**src/rtl/bmx_pkg.sv**
```systemverilog
// Package: shared operation encoding for the bit-manipulation unit.
// Assumes: the 4-bit code is decoded upstream. Values 12..15 are unused.
package bmx_pkg;

    typedef enum logic [3:0] {
        OP_ANDN  = 4'd0,
        OP_ORN   = 4'd1,
        OP_XNOR  = 4'd2,
        OP_MIN   = 4'd3,
        OP_MAX   = 4'd4,
        OP_MINU  = 4'd5,
        OP_MAXU  = 4'd6,
        OP_SEXTB = 4'd7,
        OP_SEXTH = 4'd8,
        OP_ZEXTH = 4'd9,
        OP_ORCB  = 4'd10,
        OP_REV8  = 4'd11
    } bmx_op_e;

    localparam int unsigned BMX_OP_COUNT = 12;

    // Returns 1 for any code that the unit implements.
    function automatic logic bmx_op_legal(input logic [3:0] code);
        return (code < 4'(BMX_OP_COUNT));
    endfunction

endpackage

```
**src/rtl/bmx_logic.sv**
```systemverilog
// Module: bitwise logic with an inverted second operand.
// Produces andn, orn and xnor at the same time. The top module selects one.
// Assumes: equal operand widths. No state.
module bmx_logic #(
    parameter int unsigned XLEN = 64
) (
    input  logic [XLEN-1:0] a_i,
    input  logic [XLEN-1:0] b_i,
    output logic [XLEN-1:0] andn_o,
    output logic [XLEN-1:0] orn_o,
    output logic [XLEN-1:0] xnor_o
);

    logic [XLEN-1:0] b_inv;

    // Invert the second operand once and share it among the three results.
    always_comb begin
        b_inv  = ~b_i;
        andn_o = a_i & b_inv;
        orn_o  = a_i | b_inv;
        xnor_o = a_i ^ b_inv;
    end

endmodule

```
**src/rtl/bmx_minmax.sv**
```systemverilog
// Module: signed or unsigned minimum and maximum with one shared comparator.
// For a signed comparison, the sign bits are inverted before an unsigned
// compare. This maps two's-complement order onto unsigned order.
// Assumes: XLEN >= 2. Equal operands return a_i, which equals b_i.
module bmx_minmax #(
    parameter int unsigned XLEN = 64
) (
    input  logic [XLEN-1:0] a_i,
    input  logic [XLEN-1:0] b_i,
    input  logic            signed_i,
    input  logic            take_max_i,
    output logic [XLEN-1:0] res_o
);

    localparam int unsigned MSB = XLEN - 1;

    logic [XLEN-1:0] a_key;
    logic [XLEN-1:0] b_key;
    logic            a_lt_b;

    // Build order-preserving keys and compare them as unsigned values.
    always_comb begin
        a_key  = {a_i[MSB] ^ signed_i, a_i[MSB-1:0]};
        b_key  = {b_i[MSB] ^ signed_i, b_i[MSB-1:0]};
        a_lt_b = (a_key < b_key);
    end

    // Pick the operand that the compare result and the min/max choice call for.
    always_comb begin
        if (take_max_i) res_o = a_lt_b ? b_i : a_i;
        else            res_o = a_lt_b ? a_i : b_i;
    end

endmodule

```
**src/rtl/bmx_extend.sv**
```systemverilog
// Module: sub-word extension to XLEN (sign from bit 7, sign from bit 15,
// zero from bit 15).
// Assumes: XLEN > 16.
module bmx_extend #(
    parameter int unsigned XLEN = 64
) (
    input  logic [XLEN-1:0] a_i,
    output logic [XLEN-1:0] sext_b_o,
    output logic [XLEN-1:0] sext_h_o,
    output logic [XLEN-1:0] zext_h_o
);

    localparam int unsigned BYTE_W = 8;
    localparam int unsigned HALF_W = 16;

    // Copy the sub-word sign bit into all upper bits, or clear them.
    always_comb begin
        sext_b_o = {{(XLEN-BYTE_W){a_i[BYTE_W-1]}}, a_i[BYTE_W-1:0]};
        sext_h_o = {{(XLEN-HALF_W){a_i[HALF_W-1]}}, a_i[HALF_W-1:0]};
        zext_h_o = {{(XLEN-HALF_W){1'b0}},          a_i[HALF_W-1:0]};
    end

endmodule

```
**src/rtl/bmx_bytes.sv**
```systemverilog
// Module: byte-granular functions. Each byte is OR-reduced and spread to
// all eight bits, and the byte order is reversed.
// Assumes: XLEN is a multiple of 8.
module bmx_bytes #(
    parameter int unsigned XLEN = 64
) (
    input  logic [XLEN-1:0] a_i,
    output logic [XLEN-1:0] orc_o,
    output logic [XLEN-1:0] rev_o
);

    localparam int unsigned NBYTES = XLEN / 8;

    // One lane per byte: an OR reduction and a mirrored placement.
    for (genvar k = 0; k < NBYTES; k++) begin : g_lane
        assign orc_o[8*k +: 8]              = {8{|a_i[8*k +: 8]}};
        assign rev_o[8*(NBYTES-1-k) +: 8]   = a_i[8*k +: 8];
    end

endmodule

```
**src/rtl/bmx_unit.sv**
```systemverilog
// Module: top of the bit-manipulation unit. Passes the operands to the
// function slices and selects one result with the operation code.
// Unsupported codes give zero and raise illegal_op_o.
// Assumes: XLEN is 32 or 64. Fully combinational, with no clock or reset.
module bmx_unit
    import bmx_pkg::*;
#(
    parameter int unsigned XLEN = 64
) (
    input  logic [3:0]      op_i,
    input  logic [XLEN-1:0] rs1_i,
    input  logic [XLEN-1:0] rs2_i,
    output logic [XLEN-1:0] result_o,
    output logic            illegal_op_o
);

    logic [XLEN-1:0] andn_r, orn_r, xnor_r;
    logic [XLEN-1:0] mm_r;
    logic [XLEN-1:0] sxb_r, sxh_r, zxh_r;
    logic [XLEN-1:0] orc_r, rev_r;
    logic            mm_signed, mm_max;

    bmx_logic #(.XLEN(XLEN)) u_logic (
        .a_i    (rs1_i),
        .b_i    (rs2_i),
        .andn_o (andn_r),
        .orn_o  (orn_r),
        .xnor_o (xnor_r)
    );

    // Derive the comparator mode from the operation code.
    always_comb begin
        mm_signed = (op_i == OP_MIN)  || (op_i == OP_MAX);
        mm_max    = (op_i == OP_MAX)  || (op_i == OP_MAXU);
    end

    bmx_minmax #(.XLEN(XLEN)) u_minmax (
        .a_i        (rs1_i),
        .b_i        (rs2_i),
        .signed_i   (mm_signed),
        .take_max_i (mm_max),
        .res_o      (mm_r)
    );

    bmx_extend #(.XLEN(XLEN)) u_extend (
        .a_i      (rs1_i),
        .sext_b_o (sxb_r),
        .sext_h_o (sxh_r),
        .zext_h_o (zxh_r)
    );

    bmx_bytes #(.XLEN(XLEN)) u_bytes (
        .a_i   (rs1_i),
        .orc_o (orc_r),
        .rev_o (rev_r)
    );

    // Final result select. Unsupported codes give zero.
    always_comb begin
        case (op_i)
            OP_ANDN:                          result_o = andn_r;
            OP_ORN:                           result_o = orn_r;
            OP_XNOR:                          result_o = xnor_r;
            OP_MIN, OP_MAX, OP_MINU, OP_MAXU: result_o = mm_r;
            OP_SEXTB:                         result_o = sxb_r;
            OP_SEXTH:                         result_o = sxh_r;
            OP_ZEXTH:                         result_o = zxh_r;
            OP_ORCB:                          result_o = orc_r;
            OP_REV8:                          result_o = rev_r;
            default:                          result_o = '0;
        endcase
    end

    // Flag codes outside the supported set.
    always_comb illegal_op_o = !bmx_op_legal(op_i);

endmodule

```
**config.mk**
```make
export PLATFORM = sky130hd
export DESIGN_NAME = bmx_unit
export DESIGN_NICKNAME = d
export VERILOG_FILES = /design/src/rtl/bmx_pkg.sv /design/src/rtl/bmx_logic.sv /design/src/rtl/bmx_minmax.sv /design/src/rtl/bmx_extend.sv /design/src/rtl/bmx_bytes.sv /design/src/rtl/bmx_unit.sv
export SDC_FILE = /design/constraint.sdc
export NUM_CORES = 1
export LEC_CHECK = 0
export BUFFER_PORTS_ARGS = -buffer_cell sky130_fd_sc_hd__buf_2
export CELL_PAD_IN_SITES_DETAIL_PLACEMENT = 1
export CELL_PAD_IN_SITES_GLOBAL_PLACEMENT = 2
export CORE_UTILIZATION = 30
export DETAILED_ROUTE_END_ITERATION = 16
export PLACE_DENSITY = 0.95
export SYNTH_ARGS = -nofsm -noshare
export SYNTH_HDL_FRONTEND = slang
export SYNTH_SLANG_ARGS = --single-unit
```
**constraint.sdc**
```tcl
create_clock -name vclk -period 5.2
set_clock_uncertainty 0.1 [all_clocks]
set_input_delay 0.26 -clock vclk [all_inputs]
set_output_delay 0.26 -clock vclk [all_outputs]
set_load 0.01 [all_outputs]
```
==> reports/metrics.cfg, run 1 <==
[outcome]
status=finished, final reports clean

[timing]
fmax_mhz=216
final_max_slew_viol_count=0
relSlewSlack=0.295
setup_tns_ps=0
finalCritPeriodShare=0.892
tightestPinTransition_ps=1050
setup_viol=0
period_needed_ps=4640
hold_violations=0
grt_setup_unrepaired=false

[logic_synthesis]
synth_nets=1025
synthCells=765
synth_area_um2=5390
ys_seq_area_frac=0
ys_types=42
yosys_warnings=0
syn_area_per_cell_um2=7.05

[run]
max-cap-violations=0

[setup_path]
critPathMaxFanout=30
critPathLaunch=rs1_i[63]
endpoint_kind=output pin
crit_type=input port to output pin
arrival_ps=4280
crit_path_start_kind=input port
cp_data_required_time_ps=4840

[placed_design]
place_congestion=0.890
hpwl_um=18100
port_buffers=197

[final_layout]
final_nets=1189
layout-drive-gt1-share=0.231
num-clock-buffers=0
syn_to_final_growth_pct=20.7
design.seq.count=0
fin_util=0.374
ff_latch_area_um2=0

[worst_hold_path]
hold_class=input port to output pin
hold_start=rs2_i[33]
hold_depth=3

[drt]
drcViolationCount=0
wl_per_cell_um=20.0
first_iter_violations=476
via_per_inst=5.90
first_pass_iters=5
vias=6797
wl_um=23000
postRouteAntennaNets=0

[clock_network]
cts_resized=0
holdBufCountCts=0
postCtsSetupBuffers=0

[floorplan]
ios=197
die_area_um2=18500
initial_core_util=0.310
chipHeight_um=136
num_rows=48
die_w_um=136
core_area_um2=17400

[power]
leakage_nw=3.43
ir_drop_mv=0.0377
powerDensity_nw_per_um2=98.7

[global_routing]
overflow=0
grt.total_usage=0.241
grt_max_degree=65
grt_pass1_vias=6618
grt_pass1_wl_um=35900
antenna_found_initial=1

[worst max-delay path, stage by stage]
cell,delay (ps)
buf_2,170
inv_1,80
ha_1,340
nand4_1,150
nor3_1,420
nand3_1,290
nor4_1,490
a22o_1,280
or3_1,410
mux2i_4,550
buf_4,420
a221o_1,250
buf_2,140
[cells by family after synthesis]
logic type / after synthesis / synth area share
buf+inv: 173 / 0.137
xor+xnor: 1 / 0.00162
mux: 4 / 0.00997
simple gates: 195 / 0.168
fa+ha+maj: 128 / 0.297
compound gates: 264 / 0.387
[cell usage after synthesis, types with 10 or more instances]
cell | count | share of area
inv_1 | 129 | 0.090
ha_1 | 128 | 0.30
nand2_1 | 79 | 0.055
a221o_1 | 65 | 0.12
a22oi_1 | 64 | 0.089
o2111ai_1 | 49 | 0.080
a21oi_1 | 42 | 0.039
nor2_1 | 33 | 0.023
clkbuf_1 | 30 | 0.021
nand3_1 | 24 | 0.022
nor4_1 | 22 | 0.026
nand4_1 | 13 | 0.015
buf_6 | 11 | 0.023
o21ai_0 | 10 | 0.0093
[layout make-up]
cell class                      instances  area, µm²
Antenna cell                            1       2.50
Timing Repair Buffer                  206       1050
Fill cell                            2292      10900
Tap cell                              225        282
Inverter                              129        484
Multi-Input combinational cell        592       4690
[metrics by stage]
stage / cell area [µm²] / power, mW / setup WS, ps / cells / hold slack (ps)
6_report: 6510 / 0.643 / 562 / 1153 / 767
3_3_place_gp: 6510 / 0.629 / 570 / 1152 / 767
5_1_grt: 6510 / 0.703 / 238 / 1153 / 783
2_1_floorplan: 5390 / 0.375 / 2000 / 765 / 584
4_1_cts: 6510 / 0.642 / 520 / 1152 / 770
3_5_place_dp: 6510 / 0.639 / 534 / 1152 / 769
[placed cells by master, fill, tap and decap left out, types with 2 or more instances in the layout]
| cell type | n |
|---|---|
| a22oi_1 | 64 |
| a221oi_1 | 9 |
| nand4_1 | 13 |
| nor3_1 | 8 |
| a21boi_0 | 2 |
| o21ai_1 | 2 |
| inv_1 | 129 |
| nor2b_1 | 3 |
| nor4_1 | 21 |
| a221o_1 | 65 |
| a211oi_1 | 5 |
| a21o_1 | 4 |
| ha_1 | 128 |
| or3_1 | 2 |
| buf_4 | 9 |
| a21oi_1 | 42 |
| mux2i_4 | 2 |
| o2111ai_1 | 49 |
| buf_2 | 197 |
| nand2_1 | 79 |
| o21ai_0 | 10 |
| nor2_1 | 32 |
| nand3_1 | 24 |
| o211ai_1 | 5 |
| nand2b_1 | 5 |
[layer usage]
metal	share of wire	routed length (µm)	GRT usage	up-vias
met1	0.46	10700	0.341	3300
li1	-	-	-	3244
met2	0.47	10800	0.406	223
met4	0.020	452	0.0407	0
met3	0.048	1110	0.00858	30
met5	0	0	0	-
[path summary, 6_finish.rpt]
check | end
worst max-delay path | result_o[11]
worst min-delay path | result_o[33]
[where the power goes]
group            total [mW]  internal [mW]  leakage [nW]  switching, mW
combinational         0.643          0.264          3.43          0.379
sequential                0              0             0              0
clock          0.0000000257   0.0000000257    0.00000634              0
total                 0.643          0.264          3.43          0.379
Power figures use the tool's default switching activity.
==> inputs of run 2 (changes only) <==
--- a/config.mk
+++ b/config.mk
@@ -8,9 +8,9 @@
 export BUFFER_PORTS_ARGS = -buffer_cell sky130_fd_sc_hd__buf_2
 export CELL_PAD_IN_SITES_DETAIL_PLACEMENT = 1
 export CELL_PAD_IN_SITES_GLOBAL_PLACEMENT = 2
-export CORE_UTILIZATION = 30
+export CORE_UTILIZATION = 28
 export DETAILED_ROUTE_END_ITERATION = 16
-export PLACE_DENSITY = 0.95
+export PLACE_DENSITY = 0.92
 export SYNTH_ARGS = -nofsm -noshare
 export SYNTH_HDL_FRONTEND = slang
 export SYNTH_SLANG_ARGS = --single-unit
==> constraint.sdc (replaced) <==
create_clock -name vclk -period 4.6
set_clock_uncertainty 0.1 [all_clocks]
set_input_delay 0.23 -clock vclk [all_inputs]
set_output_delay 0.23 -clock vclk [all_outputs]
set_load 0.01 [all_outputs]
==> reports/metrics.cfg, run 2 (synthesis gave the netlist of run 1 again) <==
[outcome]
status=finished, final reports clean

[power]
p_sw_frac=0.588  ; -0.00101
clkPwrFrac=0  ; unchanged
combinationalPowerShare=1.000  ; about the same
leakage_nw=3.47  ; +1.2%
ir_drop_mv=0.0347  ; -7.9%
powerDensity_nw_per_um2=113  ; +15%
netSwitchingPower_uw=441  ; +16%
seqPwrFrac=0  ; unchanged
p_int_uw=309  ; +17%

[floorplan]
num_rows=50  ; +4.2%
die_w_um=141  ; +3.5%
ios=197  ; unchanged
core_area_um2=18800  ; +7.8%
die_area_um2=19800  ; +7.0%
initial_core_util=0.287  ; -0.0223
chipHeight_um=141  ; +3.5%

[final_layout]
design.seq.count=0  ; unchanged
final_nets=1197  ; +0.67%
diodes=0  ; -1
multi_input_area_um2=4730  ; +0.83%
num-fill-cells=2440  ; +6.5%
syn_to_final_growth_pct=22.7
num-clock-buffers=0  ; unchanged
layout-drive-gt1-share=0.240  ; +0.00872
fin_cells=1169  ; +1.4%
ff_latch_area_um2=0  ; unchanged
final_common_cell=buf_2
mostFrequentLayoutCells=buf_2 (197), inv_1 (129), ha_1 (128), nand2_1 (79), a221o_1 (65)

[clock_network]
holdBufCountCts=0  ; unchanged

[global_routing]
grt_pass1_vias=6861  ; +3.7%
grt.total_usage=0.239  ; -0.00173
grt_pass1_wl_um=38200  ; +6.4%
grt_max_degree=65  ; unchanged
antenna_found_initial=1  ; unchanged
overflow=0  ; unchanged

[drt]
first_iter_violations=406  ; -15%
first_pass_iters=5  ; unchanged
vias=6837  ; +0.59%
via_per_inst=5.85  ; -0.79%
postRouteAntennaNets=0  ; unchanged
wl_um=24700  ; +7.2%
wl_per_cell_um=21.1  ; +5.7%
drcViolationCount=0  ; unchanged

[timing]
holdWs_ps=704  ; -63.2 ps
period_needed_ps=4300
tightestPinTransition_ps=1210  ; +158 ps
final_max_slew_viol_count=0  ; unchanged
grt_setup_unrepaired=false
relSlewSlack=0.189  ; -0.106
setup_tns_ps=0  ; unchanged
hold_violations=0  ; unchanged
finalCritPeriodShare=0.935
fmax_mhz=233
setup_viol=0  ; unchanged

[setup_path]
worstPathCellList=buf_2, inv_1, ha_1, nand4_1, nor3_2, nand3_1, nor4_2, a22o_1, or3_1, buf_4, mux2i_4, buf_12, a221o_1, buf_2
cpPeakStageDelay_ps=420  ; -130 ps
arrival_ps=3970  ; -310 ps
endpoint_kind=output pin
crit_type=input port to output pin
cp_common_cell=buf_2
cp_data_required_time_ps=4270  ; -570 ps
critPathMaxFanout=41  ; +37%
cp_slowest_cell=nor4_2
crit_path_start_kind=input port

[placed_design]
dp_cells=1164  ; +1.0%
port_buffers=197  ; unchanged
hpwl_um=18800  ; +3.6%
place_congestion=0.853  ; -4.2%

[worst_hold_path]
hold_class=input port to output pin

[run]
max-cap-violations=0  ; unchanged

-- run 2: changes by cell type in the layout (fill, tap and decap cells not counted), sizes merged --
cell | previous run | this run
buf | 206 | 212
mux2i | 3 | 5
diode | 1 | 0
-- run 2: power by group through the flow --
stage | registers, mW | logic, mW | clock network, mW
3_5_place_dp | 0 | 0.732 | 0
2_1_floorplan | 0 | 0.424 | 0
4_1_cts | 0 | 0.746 | 0
5_1_grt | 0 | 0.820 | 0
3_3_place_gp | 0 | 0.720 | 0
6_report | 0 | 0.750 | 0
-- run 2: layout make-up --
type               instances  share of cell area
well taps                234              0.0442
repair buffers           212               0.168
inverters                129              0.0732
multi-input cells        594               0.715
-- run 2: metrics by stage --
stage	area (µm²)	worst slack (ps)	power (mW)	utilization
floorplan	5390	1460	0.424	-
global placement	6560	-249	0.720	0.349
detailed placement	6560	-284	0.732	0.349
finish	6620	301	0.750	0.353
global route	6620	121	0.820	0.353
CTS	6600	49.4	0.746	0.351
-- run 2: final timing paths --
kind / cells after the start / endpoint / slack (ps) / from
worst min-delay path: 3 / result_o[53] / 700 / rs2_i[53]
worst max-delay path: 14 / result_o[9] / 300 / rs1_i[63]
-- run 2: repair_timing --
action                                  CTS  global route
resized for setup                         2             0
endpoints found under the setup margin   61            52
buffers inserted                          0             3
pin swaps                                 0             0
gates cloned                              2             0
-- run 2: critical path, delay by kind of cell --
kind,cells,cell delay (ps)
buffers and inverters,5,930
and+or+nand+nor,5,1630
muxes,1,290
adders and majority gates,1,360
AOI/OAI and AO/OA,2,510
-- run 2: layer usage --
metal | global-route usage | share of wire | vias up
met5 | 0 | 0 | -
met4 | 0.0515 | 0.023 | 0
met3 | 0.0207 | 0.042 | 34
met2 | 0.405 | 0.46 | 201
met1 | 0.327 | 0.48 | 3348
li1 | - | - | 3254
==> inputs of run 3 (changes only) <==
--- a/config.mk
+++ b/config.mk
@@ -10,7 +10,8 @@
 export CELL_PAD_IN_SITES_GLOBAL_PLACEMENT = 2
 export CORE_UTILIZATION = 28
 export DETAILED_ROUTE_END_ITERATION = 16
-export PLACE_DENSITY = 0.92
+export PLACE_DENSITY_LB_ADDON = 0.15
+export SKIP_LAST_GASP = 1
 export SYNTH_ARGS = -nofsm -noshare
 export SYNTH_HDL_FRONTEND = slang
 export SYNTH_SLANG_ARGS = --single-unit
==> reports/metrics.cfg, run 3 (synthesis gave the netlist of run 1 again) <==
[outcome]
status=finished, final reports clean

[drt]
drcViolationCount=0  ; unchanged
postRouteAntennaNets=0  ; unchanged
first_iter_violations=455  ; +12%
wl_um=24100  ; -2.3%
vias=6750  ; -1.3%
wl_per_cell_um=20.5  ; -3.0%
via_per_inst=5.73  ; -2.0%
first_pass_iters=5  ; unchanged

[global_routing]
grt_pass1_wl_um=37300  ; -2.3%
grt.total_usage=0.232  ; -0.00745
antenna_found_initial=0  ; -1
overflow=0  ; unchanged
grt_pass1_vias=6755  ; -1.5%
grt_max_degree=65  ; unchanged

[placed_design]
hpwl_um=18400  ; -1.9%
dp_cells=1168  ; +0.34%
post_dp_cell_area_um2=6580  ; +0.40%
place_congestion=0.823  ; -3.4%
port_buffers=197  ; unchanged

[final_layout]
layout-drive-gt1-share=0.245  ; +0.00513
diodes=0  ; unchanged
syn_to_final_growth_pct=24.2
final_common_cell=buf_2
postLayoutCellArea_um2=6700  ; +1.2%
mostFrequentLayoutCells=buf_2 (197), inv_1 (129), ha_1 (128), nand2_1 (79), a221o_1 (65)
fin_cells=1178  ; +0.77%
final_nets=1206  ; +0.75%
ff_latch_area_um2=0  ; unchanged
design.seq.count=0  ; unchanged
num-clock-buffers=0  ; unchanged

[floorplan]
chipHeight_um=141  ; unchanged
core_area_um2=18800  ; unchanged
die_area_um2=19800  ; unchanged
ios=197  ; unchanged
die_w_um=141  ; unchanged
num_rows=50  ; unchanged
initial_core_util=0.287  ; unchanged

[timing]
fmax_mhz=237  ; +1.8%
relSlewSlack=0.307  ; +0.118
finalCritPeriodShare=0.918  ; -0.0169
tightestPinTransition_ps=1030  ; -174 ps
setup_viol=0  ; unchanged
final_max_slew_viol_count=0  ; unchanged
hold_violations=0  ; unchanged
setup_tns_ps=0  ; unchanged
period_needed_ps=4220  ; -77.9 ps

[clock_network]
holdBufCountCts=0  ; unchanged

[power]
p_sw_frac=0.580  ; -0.00818
p_int_uw=316  ; +2.3%
clkPwrFrac=0  ; unchanged
leakage_nw=3.52  ; +1.4%
p_total_uw=752  ; +0.35%
powerDensity_nw_per_um2=112  ; -0.88%
seqPwrFrac=0  ; unchanged
ir_drop_mv=0.0528  ; +52%
combinationalPowerShare=1.000  ; about the same
netSwitchingPower_uw=436  ; -1.0%

[setup_path]
crit_type=input port to output pin
crit_path_start_kind=input port
arrival_ps=3890  ; -80 ps
critPathMaxFanout=35  ; -15%
cp_data_required_time_ps=4270  ; about the same
endpoint_kind=output pin

[run]
max-cap-violations=0  ; unchanged

[worst_hold_path]
hold_end=result_o[46]
hold_start=rs2_i[46]
hold_depth=3  ; unchanged
hold_class=input port to output pin

==> run 3: worst max-delay path by stage <==
stage,startpoint,endpoint
2_1_floorplan,rs1_i[11],result_o[10]
3_3_place_gp,rs1_i[63],result_o[48]
3_5_place_dp,rs1_i[63],result_o[55]
4_1_cts,rs1_i[63],result_o[55]
5_1_grt,rs1_i[63],result_o[18]
6_report,rs1_i[63],result_o[58]
==> run 3: area by class of cell <==
type	instances	area, µm²
multi-input combinational	594	4730
timing repair buffer	221	1190
fill	2442	12100
tap	234	293
inverter	129	484
==> run 3: worst max-delay path, cell delays in order <==
cell     delay [ps]
buf_2           180
inv_1            80
ha_1            360
nand4_1         160
nor3_1          340
nand3_1         230
nor4_1          350
a22o_1          250
or3_1           610
mux2i_4         470
buf_12          240
a221o_1         230
buf_2           150
==> run 3: per-layer routing <==
layer  GRT usage  up-vias  wire [µm]
met5           0        -          0
met4      0.0263        0        282
met3     0.00645       16        920
met2       0.386      169      11000
met1       0.339     3292      11900
li1            -     3273          -
==> run 3: what timing repair did <==
action                     CTS  global route
setup endpoints to repair    4            61
hold endpoints to repair     0             0
resized for setup            0             2
setup buffers                0             8
pin swaps                    0             0
gates cloned                 0             2
==> run 3: power groups by stage <==
stage               clock network [mW]  logic (mW)  registers (mW)
floorplan                            0       0.424               0
global placement                     0       0.728               0
detailed placement                   0       0.730               0
CTS                                  0       0.735               0
global route                         0       0.830               0
finish                               0       0.752               0
==> run 3: stage by stage <==
stage          setup slack (ps)   util  hold WS (ps)
2_1_floorplan              1460      -           524
3_3_place_gp              -21.5  0.351           708
3_5_place_dp              -6.41  0.351           710
4_1_cts                   -14.4  0.351           711
5_1_grt                   -11.8  0.357           725
6_report                    379  0.357           707
